$ cat config.mk
export PLATFORM = sky130hd
export DESIGN_NAME = hzd_pipe_ctl
export DESIGN_NICKNAME = d
export VERILOG_FILES = /design/src/rtl/hzd_pkg.sv /design/src/rtl/hzd_loaduse_det.sv /design/src/rtl/hzd_mispred_det.sv /design/src/rtl/hzd_ret_det.sv /design/src/rtl/hzd_ctl_merge.sv /design/src/rtl/hzd_pipe_ctl.sv
export SDC_FILE = /design/constraint.sdc
export NUM_CORES = 1
export LEC_CHECK = 0
export ABC_AREA = 1
export BUFFER_PORTS_ARGS = -buffer_cell sky130_fd_sc_hd__buf_2
export CELL_PAD_IN_SITES_DETAIL_PLACEMENT = 0
export CELL_PAD_IN_SITES_GLOBAL_PLACEMENT = 1
export CORE_MARGIN = 4
export CORE_UTILIZATION = 18
export DETAILED_ROUTE_END_ITERATION = 16
export PLACE_DENSITY_LB_ADDON = 0.1
export SYNTH_ARGS = -nofsm -noshare
export SYNTH_HDL_FRONTEND = slang
export SYNTH_SLANG_ARGS = --single-unit
$ cat constraint.sdc
create_clock -name vclk -period 0.8
set_input_delay 0.08 -clock vclk [all_inputs]
set_output_delay 0.08 -clock vclk [all_outputs]
set_load 0.03 [all_outputs]
$ cat src/rtl/hzd_pkg.sv
package hzd_pkg;

  localparam int OP_W  = 4;
  localparam int N_STG = 5;

  typedef logic [OP_W-1:0] op_t;

  localparam op_t OP_LOAD = 4'h5;
  localparam op_t OP_JMP  = 4'h7;
  localparam op_t OP_CALL = 4'h8;
  localparam op_t OP_RET  = 4'h9;
  localparam op_t OP_POP  = 4'hB;

  // stage slots inside the control vector
  localparam int STG_F = 0;
  localparam int STG_D = 1;
  localparam int STG_E = 2;
  localparam int STG_M = 3;
  localparam int STG_W = 4;

  typedef struct packed {
    logic stall;
    logic bubble;
  } stg_ctl_t;

  function automatic logic op_reads_mem(op_t op);
    return (op == OP_LOAD) || (op == OP_POP);
  endfunction

endpackage

$ cat src/rtl/hzd_loaduse_det.sv
module hzd_loaduse_det
  import hzd_pkg::*;
#(
  parameter int RID_W = 4,
  parameter int N_SRC = 2
) (
  input  op_t                         e_op,
  input  logic [RID_W-1:0]            e_dst,
  input  logic [N_SRC-1:0][RID_W-1:0] srcs,
  output logic                        hit
);

  localparam logic [RID_W-1:0] NOREG = '1;

  logic [N_SRC-1:0] src_match;

  generate
    for (genvar i = 0; i < N_SRC; i++) begin : g_src
      assign src_match[i] = (srcs[i] == e_dst);
    end
  endgenerate

  assign hit = op_reads_mem(e_op) && (e_dst != NOREG) && (|src_match);

endmodule

$ cat src/rtl/hzd_mispred_det.sv
module hzd_mispred_det
  import hzd_pkg::*;
(
  input  op_t  e_op,
  input  logic e_cond_ok,
  output logic hit
);

  // predict-taken: only a not-taken outcome needs repair
  assign hit = (e_op == OP_JMP) && !e_cond_ok;

endmodule

$ cat src/rtl/hzd_ret_det.sv
module hzd_ret_det
  import hzd_pkg::*;
#(
  parameter int N_WATCH = 3
) (
  input  op_t [N_WATCH-1:0] ops,
  output logic              busy
);

  logic [N_WATCH-1:0] seen;

  generate
    for (genvar i = 0; i < N_WATCH; i++) begin : g_watch
      assign seen[i] = (ops[i] == OP_RET);
    end
  endgenerate

  assign busy = |seen;

endmodule

$ cat src/rtl/hzd_ctl_merge.sv
module hzd_ctl_merge
  import hzd_pkg::*;
(
  input  logic                 luh,
  input  logic                 mis,
  input  logic                 ret,
  output stg_ctl_t [N_STG-1:0] ctl
);

  always_comb begin
    ctl = '0;
    ctl[STG_F].stall  = luh | ret;
    ctl[STG_D].stall  = luh;
    // holding decode wins over squashing it
    ctl[STG_D].bubble = mis | (ret & ~luh);
    ctl[STG_E].bubble = mis | luh;
  end

endmodule

$ cat src/rtl/hzd_pipe_ctl.sv
module hzd_pipe_ctl
  import hzd_pkg::*;
#(
  parameter int RID_W = 4
) (
  input  logic [3:0]       d_op,
  input  logic [3:0]       e_op,
  input  logic [3:0]       m_op,
  input  logic [RID_W-1:0] e_dst_ld,
  input  logic [RID_W-1:0] d_src_a,
  input  logic [RID_W-1:0] d_src_b,
  input  logic             e_cond_ok,
  output logic             stall_f,
  output logic             bubble_f,
  output logic             stall_d,
  output logic             bubble_d,
  output logic             stall_e,
  output logic             bubble_e,
  output logic             stall_m,
  output logic             bubble_m,
  output logic             stall_w,
  output logic             bubble_w
);

  localparam int N_WATCH = 3;

  logic                        luh_hit;
  logic                        mis_hit;
  logic                        ret_busy;
  logic [1:0][RID_W-1:0]       src_vec;
  op_t  [N_WATCH-1:0]          watch_ops;
  stg_ctl_t [N_STG-1:0]        ctl;

  assign src_vec   = {d_src_b, d_src_a};
  assign watch_ops = {m_op, e_op, d_op};

  hzd_loaduse_det #(.RID_W(RID_W), .N_SRC(2)) u_luh (
    .e_op  (e_op),
    .e_dst (e_dst_ld),
    .srcs  (src_vec),
    .hit   (luh_hit)
  );

  hzd_mispred_det u_mis (
    .e_op      (e_op),
    .e_cond_ok (e_cond_ok),
    .hit       (mis_hit)
  );

  hzd_ret_det #(.N_WATCH(N_WATCH)) u_ret (
    .ops  (watch_ops),
    .busy (ret_busy)
  );

  hzd_ctl_merge u_merge (
    .luh (luh_hit),
    .mis (mis_hit),
    .ret (ret_busy),
    .ctl (ctl)
  );

  assign stall_f  = ctl[STG_F].stall;
  assign bubble_f = ctl[STG_F].bubble;
  assign stall_d  = ctl[STG_D].stall;
  assign bubble_d = ctl[STG_D].bubble;
  assign stall_e  = ctl[STG_E].stall;
  assign bubble_e = ctl[STG_E].bubble;
  assign stall_m  = ctl[STG_M].stall;
  assign bubble_m = ctl[STG_M].bubble;
  assign stall_w  = ctl[STG_W].stall;
  assign bubble_w = ctl[STG_W].bubble;

endmodule

Yosys cells after proc, flatten, opt, wreduce, memory -nomap -nowiden:

Index checks and enable logic that the tools add are counted.

* flip-flop bits (word level): 0
* logic and storage cells: 21

* bitwise operators: 5
* eq/ne operators: 9
* reduce and logical (&&, ||, !) cells: 7

Operators with widths (count)
* $eq A4 B4 Y1 const B: 4
* $eq A4 B3 Y1 const B: 2
* $eq A4 B4 Y1: 2
* $ne A4 B4 Y1 const B: 1
* $logic_and A1 B1 Y1: 3
* $or A1 B1 Y1: 3
* $reduce_or A3 Y1: 1
* $reduce_or A2 Y1: 1
* $and A1 B1 Y1: 1
* $logic_not A1 Y1: 1
* $logic_or A1 B1 Y1: 1
* $not A1 Y1: 1

Depth between registers and ports, before layout:

Gate-level depths: netlist of run 1.

* word-level depth: 7
* gate-level depth with buffers: 9
* depth with buffers taken out: 9

Modules after synthesis:

A second synthesis of run 1 with hierarchy kept.

* cells, all modules: 81
* area, all modules: 361.6 um2

By module, submodules not included
* hzd_loaduse_det: instances 1, cells an instance 49, area an instance 197.7 um2
* hzd_ctl_merge: instances 1, cells an instance 14, area an instance 81.3 um2
* hzd_ret_det: instances 1, cells an instance 13, area an instance 55.1 um2
* hzd_mispred_det: instances 1, cells an instance 5, area an instance 27.5 um2

Least setup slack after synthesis of run 1:

OpenSTA, ideal clock, no wires.

* kind: input to output
* start point: input m_op[1]
* end point: output bubble_d
* cell stages on the path: 4
* path slack: -62 ps
* data arrival time: 782 ps
* path buffers: 0
* path through: or3_1 > nand3_1 > nand2_1 > nand2_1

* longest elaborated chain between the ends: 4

Ends and longest elaborated chain
* from (decl): RTL line hzd_pipe_ctl.sv:8 `input logic [3:0] m_op,`
* $eq A4 B4 Y1: RTL line hzd_ret_det.sv:14 `assign seen[i] = (ops[i] == OP_RET);`
* $reduce_or A3 Y1: RTL line hzd_ret_det.sv:18 `assign busy = |seen;`
* $and A1 B1 Y1: RTL line hzd_ctl_merge.sv:15 `ctl[STG_D].bubble = mis | (ret & ~luh);`
* $or A1 B1 Y1: RTL line hzd_ctl_merge.sv:15
* to (decl): RTL line hzd_pipe_ctl.sv:16 `output logic bubble_d,`

Every way passes these cells.

Final worst setup path of run 1:

* start point: input m_op[2]
* end point: output bubble_d

The elaborated chain is that of the path after synthesis.

==> impl_metrics.toml, run 1 <==
[run_status]
status = "finished with violations"
failed_checks = "setup timing"

[sta]
period_needed_ps = 953
setup_viol = 4
setup_slack_ps = -153
post-route-period-util_pct = 119
slew_violations = 0
rsz0062_at_grt = "true"
finalHoldViolCount = 0
fmax_mhz = 1050
whs_ps = 551

[finish]
diodes = 0
final_cells = 130
drive_gt1_share_pct = 50.9
syn2layout_area_growth_pct = 102
postLayoutCoreUtil_pct = 40.5
seqCellArea_um2 = 0
n_clock_buffer = 0
nets = 133
numSequentialCells = 0

[power_and_ir_drop]
ir_drop_mv = 0.184
p_per_area_nw_per_um2 = 516
p_leak_nw = 0.414

[synthesis]
yosysTopAreaCell = "nand2_1"
synth_area_leaders = "nand2_1 39%, inv_1 18%, buf_4 14%, nor2_1 8.2%, nand3_1 6.3%"
synth_top_family_by_area = "simple AND/OR/NAND/NOR gates"
syn_area_um2 = 319
synth_area_per_cell_um2 = 4.31
yosys.cell_types.count = 11
yosys.area.top_type_share_pct = 38.8
yosys.area_share.simple_pct = 63.1
synth_compound_area_share_pct = 1.57
synth_seq_area_share_pct = 0
synthCells = 74
yosysWarnings = 0
synth-adder-area-share_pct = 0
synth_most_common_cell = "nand2_1"
ys_top_cells_by_count = "33 x nand2_1, 15 x inv_1, 7 x nor2_1"
synth.area.mux_share_pct = 0
synth-xor-area-share_pct = 0

[global_route]
grt_overflow = 0
antenna_found_initial = 0
grt_pass1_vias = 358
grt_use_total_pct = 6.66
grt_pass1_wl_um = 1440
grt_max_degree = 5

[worst_setup_path]
crit_fanout = 2
cp-end-kind = "output port"
start_kind = "primary input"
path_class = "in -> out"
arrival_ps = 870
critPathRequiredTime_ps = 720

[clock_network]
ctsHoldBuffers = 0

[worst_hold_path]
whs_endpoint = "bubble_d"
hp-class = "in -> out"
holdPathStages = 5
hold_start = "e_cond_ok"

[floorplan]
die-area_um2 = 2510
start_util_pct = 20.0
rows = 14
coreArea_um2 = 1590
die_w_um = 50.1
die_y_um = 50.1
num_io_pins = 35

[route]
routed_wirelength_um = 958
firstDrtPassIters = 1
detail_route.wl_per_cell_um = 7.37
vias = 494
drc = 0
ant_nets = 0
viasPerCell = 3.80
drtIter0Drc = 0

[place]
gp_congestion = 0.725
hpwl_um = 843
placedCellCount = 129
port_buffers = 29

[job]
drv_cap = 0
through the flow:
| stage | TNS [ps] | area [um^2] | worst slack [ps] | total power [mW] |
|---|---|---|---|---|
| 6_report | -482 | 646 | -153 | 0.333 |
| 3_5_place_dp | -803 | 495 | -233 | 0.252 |
| 3_3_place_gp | -868 | 495 | -243 | 0.252 |
| 5_1_grt | -791 | 646 | -233 | 0.365 |
| 2_1_floorplan | 0 | 343 | 0.139 | 0.166 |
| 4_1_cts | -470 | 593 | -160 | 0.305 |
worst max-delay path: stages:
cell	delay (ps)
buf_6	90
or3_4	380
nand3_4	90
nand2_2	60
nand2_2	50
buf_6	120
area by class of cell:
| cell class | instances | area, um^2 |
|---|---|---|
| multi-input combinational | 56 | 273 |
| timing repair buffer | 33 | 274 |
| tap | 24 | 30.0 |
| inverter | 17 | 68.8 |
| fill | 192 | 948 |
logic make-up after synthesis:
family	Yosys count
buf+inv	23
simple gates	49
other cells	1
compound gates	1
how the worst max path moves through the flow:
stage                      from        to  slack, ps
floorplan               m_op[1]  bubble_d        0.1
global placement    e_dst_ld[1]  bubble_d       -240
finish                  m_op[2]  bubble_d       -150
detailed placement  e_dst_ld[0]  bubble_d       -230
global route        e_dst_ld[2]  bubble_d       -230
CTS                 e_dst_ld[0]  bubble_d       -160
report_power, final:
part           internal (mW)  switching [mW]  total (mW)  leakage [nW]
logic                  0.162           0.171       0.333         0.414
registers                  0               0           0             0
clock network              0               0           0             0
layer usage:
| layer | vias up | share of wire, % | global-route usage [%] |
|---|---|---|---|
| li1 | 271 | - | - |
| met4 | 0 | 0 | 0 |
| met5 | - | 0 | 0 |
| met2 | 20 | 48 | 9.78 |
| met3 | 0 | 11 | 1.20 |
| met1 | 203 | 41 | 10.5 |
placed cells by master, fill, tap and decap left out:
cell type	instances
nand2_1	26
buf_2	15
buf_6	11
inv_1	9
nand2_2	8
inv_2	6
conb_1	6
nor2_1	5
buf_4	4
nand4_1	3
nand3_1	3
buf_8	3
nor2_2	2
inv_4	2
a21oi_2	1
or3_4	1
nand3_4	1
timing repair:
action	in CTS	in global routing
setup buffers	1	0
setup endpoints to repair	4	4
gates resized for setup	26	16
pin swaps	16	13
No activity file was read; power rests on OpenSTA's default activity.
==> run 2: changes to the inputs <==
--- a/config.mk
+++ b/config.mk
@@ -6,7 +6,7 @@
 export NUM_CORES = 1
 export LEC_CHECK = 0
 export ABC_AREA = 1
-export BUFFER_PORTS_ARGS = -buffer_cell sky130_fd_sc_hd__buf_2
+export BUFFER_PORTS_ARGS = -buffer_cell sky130_fd_sc_hd__clkbuf_2
 export CELL_PAD_IN_SITES_DETAIL_PLACEMENT = 0
 export CELL_PAD_IN_SITES_GLOBAL_PLACEMENT = 1
 export CORE_MARGIN = 4
==> run 2 against run 1 <==
Against the previous run:
- the run still ends with setup timing left
- final cell count stayed put
- fmax is 1.0% higher
- critical path depth stayed put
- combinational power is 2% higher
- global-route usage is 0.25 points lower
- first-iteration DRC count is 12 higher
- count of clock-buffer cells in the layout stayed put
- setup slack better by 9.8 ps
==> impl_metrics.toml, run 2 (same netlist as run 1, synthesis figures left out) <==
[run_status]
status = "finished with violations"
failed_checks = "setup timing"

[worst_setup_path]
crit_fanout = 2
arrival_ps = 860
path_class = "in -> out"
critPathRequiredTime_ps = 720
cp-end-kind = "output port"
start_kind = "primary input"

[route]
ant_nets = 0
drc = 0
drtIter0Drc = 12
wl_met3_um = 80
viasPerCell = 3.65
vias = 474
wl_met2_um = 444
top_layer = "met3"
routed_wirelength_um = 960
detail_route.wl_per_cell_um = 7.38
drt-met1-wl_um = 435
firstDrtPassIters = 3

[worst_hold_path]
whs_endpoint = "bubble_d"
hp-class = "in -> out"
holdPathStages = 5
hold_start = "e_cond_ok"

[global_route]
grt_overflow = 0
grt_pass1_wl_um = 1390
grt_max_degree = 5
grt_use_total_pct = 6.42
grt_pass1_vias = 362
antenna_found_initial = 0

[floorplan]
die_y_um = 50.1
die_w_um = 50.1
die-area_um2 = 2510
coreArea_um2 = 1590
rows = 14
start_util_pct = 20.0
num_io_pins = 35

[finish]
seqCellArea_um2 = 0
layout_commonest_cell = "nand2_1"
nets = 133
final_area_um2 = 656
layout_common_cells = "24 x nand2_1, 15 x clkbuf_2, 11 x inv_1"
n_clock_buffer = 0
numSequentialCells = 0
final_cells = 130
syn2layout_area_growth_pct = 105
drive_gt1_share_pct = 50.0
diodes = 0

[job]
drv_cap = 0

[power_and_ir_drop]
ir_drop_mv = 0.177
finalPower_mw = 0.341
p_per_area_nw_per_um2 = 521
p_leak_nw = 0.422

[place]
preCtsSetupSlack_ps = -251
placed_area_um2 = 503
placedCellCount = 130
gp_congestion = 0.671
hpwl_um = 831
port_buffers = 29

[sta]
slew_violations = 0
period_needed_ps = 943
tns_ps = -486
rsz0062_at_grt = "true"
setup_viol = 4
setup_slack_ps = -143
post-route-period-util_pct = 118
finalHoldViolCount = 0
fmax_mhz = 1060

[clock_network]
postCtsSetupRepairBufs = 0
## run 2: worst max path at each step
stage,from,endpoint,slack (ps),depth (start not counted)
floorplan,m_op[1],bubble_d,0.1,4
detailed placement,e_dst_ld[1],bubble_d,-250,11
CTS,e_dst_ld[0],bubble_d,-200,11
finish,m_op[2],bubble_d,-140,6
global route,e_dst_ld[1],bubble_d,-230,10
global placement,e_dst_ld[1],bubble_d,-270,11
## run 2: report_power, final
part | internal, mW | switching [mW]
logic | 0.168 | 0.174
clock network | 0 | 0
registers | 0 | 0
total | 0.168 | 0.174
## run 2: routing by layer
layer,global-route usage [%],vias to the layer above
met2,9.57,20
met1,10.3,180
met4,0,0
met3,0.602,0
met5,0,-
li1,-,274
## run 2: metrics by stage
stage	utilization (%)	hold slack, ps
after floorplan	-	377
after global placement	31.6	600
after detailed placement	31.6	597
after CTS	36.4	581
after global routing	41.1	598
final	41.1	562
## run 2: critical path, stage by stage
cell and delay [ps]:
clkbuf_2 80, or3_1 370, nand3_2 90, nand2_2 60
nand2_2 70, buf_8 120
## run 2: timing repair
item | in CTS | in global routing
endpoints found under the setup margin | 4 | 4
pin swaps | 9 | 18
hold buffers | 0 | 0
gates resized for setup | 17 | 24
## run 2: area by class of cell
cell class                 count  area, um^2
fill                         173         938
timing repair buffer          33         289
multi-input combinational     56         265
tap                           24        30.0
inverter                      17        71.3
==> run 3: changes to the inputs <==
==> constraint.sdc (replaced) <==
create_clock -name vclk -period 0.8
set_input_delay 0.04 -clock vclk [all_inputs]
set_output_delay 0.04 -clock vclk [all_outputs]
set_load 0.03 [all_outputs]
==> run 3 against run 2 <==
Against the previous run:
- design area down 2.5%
- utilization is 1.0 points lower
- die area stayed put
- non-clock buffer count did not move
- via count increased by 1.3%
- worst hold slack worse by 64 ps
- largest power group unchanged
- the run still ends with setup timing left
- combinational power down 3%
==> impl_metrics.toml, run 3 (same netlist as run 1, synthesis figures left out) <==
[global_route]
grt_use_total_pct = 6.29
busiest_layer = "met2"
grt_pass1_wl_um = 1370
met2_usage_pct = 10.2
grt_max_degree = 5
antenna_found_initial = 0
grt_overflow = 0
met3_usage_pct = 0.602
grt_use_met1_pct = 9.40
grt_pass1_vias = 362

[finish]
seqCellArea_um2 = 0
n_clock_buffer = 0
final_cells = 130
diodes = 0
fillers = 184
final_area_um2 = 639
syn2layout_area_growth_pct = 100
numSequentialCells = 0
layout_common_cells = "27 x nand2_1, 16 x clkbuf_2, 12 x inv_1"
postLayoutCoreUtil_pct = 40.1
nets = 133
layout_commonest_cell = "nand2_1"
drive_gt1_share_pct = 45.3

[power_and_ir_drop]
finalPower_mw = 0.331
p_per_area_nw_per_um2 = 517
ir_drop_mv = 0.199
p_leak_nw = 0.421

[route]
firstDrtPassIters = 2
vias = 480
ant_nets = 0
viasPerCell = 3.69
detail_route.wl_per_cell_um = 7.13
drtIter0Drc = 5
routed_wirelength_um = 927
drc = 0

[floorplan]
die_w_um = 50.1
die_y_um = 50.1
start_util_pct = 20.0
coreArea_um2 = 1590
die-area_um2 = 2510
num_io_pins = 35
rows = 14

[worst_setup_path]
crit_fanout = 4
path_class = "in -> out"
start_kind = "primary input"
critPathRequiredTime_ps = 760
arrival_ps = 840
cp-end-kind = "output port"

[clock_network]
ctsHoldBuffers = 0
postCtsSetupRepairBufs = 0

[sta]
slew_violations = 0
fmax_mhz = 1140
setup_slack_ps = -79.8
finalHoldViolCount = 0
setup_viol = 4
tns_ps = -181
rsz0062_at_grt = "true"
post-route-period-util_pct = 110
whs_ps = 499
period_needed_ps = 880

[worst_hold_path]
whs_endpoint = "bubble_d"
hold_start = "e_cond_ok"
holdPathStages = 5
hp-class = "in -> out"

[place]
placedCellCount = 130
preCtsSetupSlack_ps = -158
port_buffers = 29
hpwl_um = 827
placed_area_um2 = 498
gp_congestion = 0.660

[run_status]
status = "finished with violations"
failed_checks = "setup timing"

[job]
drv_cap = 0
==> run 3: changes by cell type in the layout (fill, tap and decap cells not counted), sizes merged <==
cell | previous run | this run
buf | 15 | 16
clkbuf | 18 | 17
==> run 3: final cells by class <==
type                       count  area [um^2]  area share, %
timing repair buffer          33          285           44.6
inverter                      17         68.8           10.8
tap                           24         30.0           4.70
multi-input combinational     56          255           39.9
==> run 3: how the worst max path moves through the flow <==
stage	start	endpoint	slack, ps
final	e_dst_ld[1]	bubble_d	-80
after detailed placement	e_dst_ld[1]	bubble_d	-160
after CTS	e_dst_ld[0]	bubble_d	-110
after floorplan	m_op[1]	bubble_d	20
after global placement	e_dst_ld[1]	bubble_d	-180
after global routing	d_src_b[1]	bubble_d	-170
==> run 3: what timing repair did <==
item	CTS	global route
pin swaps	4	14
gates resized for setup	14	27
endpoints found under the setup margin	4	4
==> run 3: critical path, stage by stage <==
cell and delay (ps):
buf_8 100, nand2_1 50, nand2_1 50, nor2_1 120
nand2_1 60, nand2_1 70, nand2_2 70, nand2_1 80
nand2_2 60, buf_8 130
==> run 3: metal layers <==
metal	wire (um)	vias to the layer above
met5	0	-
met2	462	17
met3	68	0
li1	-	273
met4	0	0
met1	397	190
==> run 3: power by group <==
| group | internal (mW) | switching (mW) | leakage, nW |
|---|---|---|---|
| combinational | 0.162 | 0.169 | 0.421 |
| sequential | 0 | 0 | 0 |
| clock | 0 | 0 | 0 |
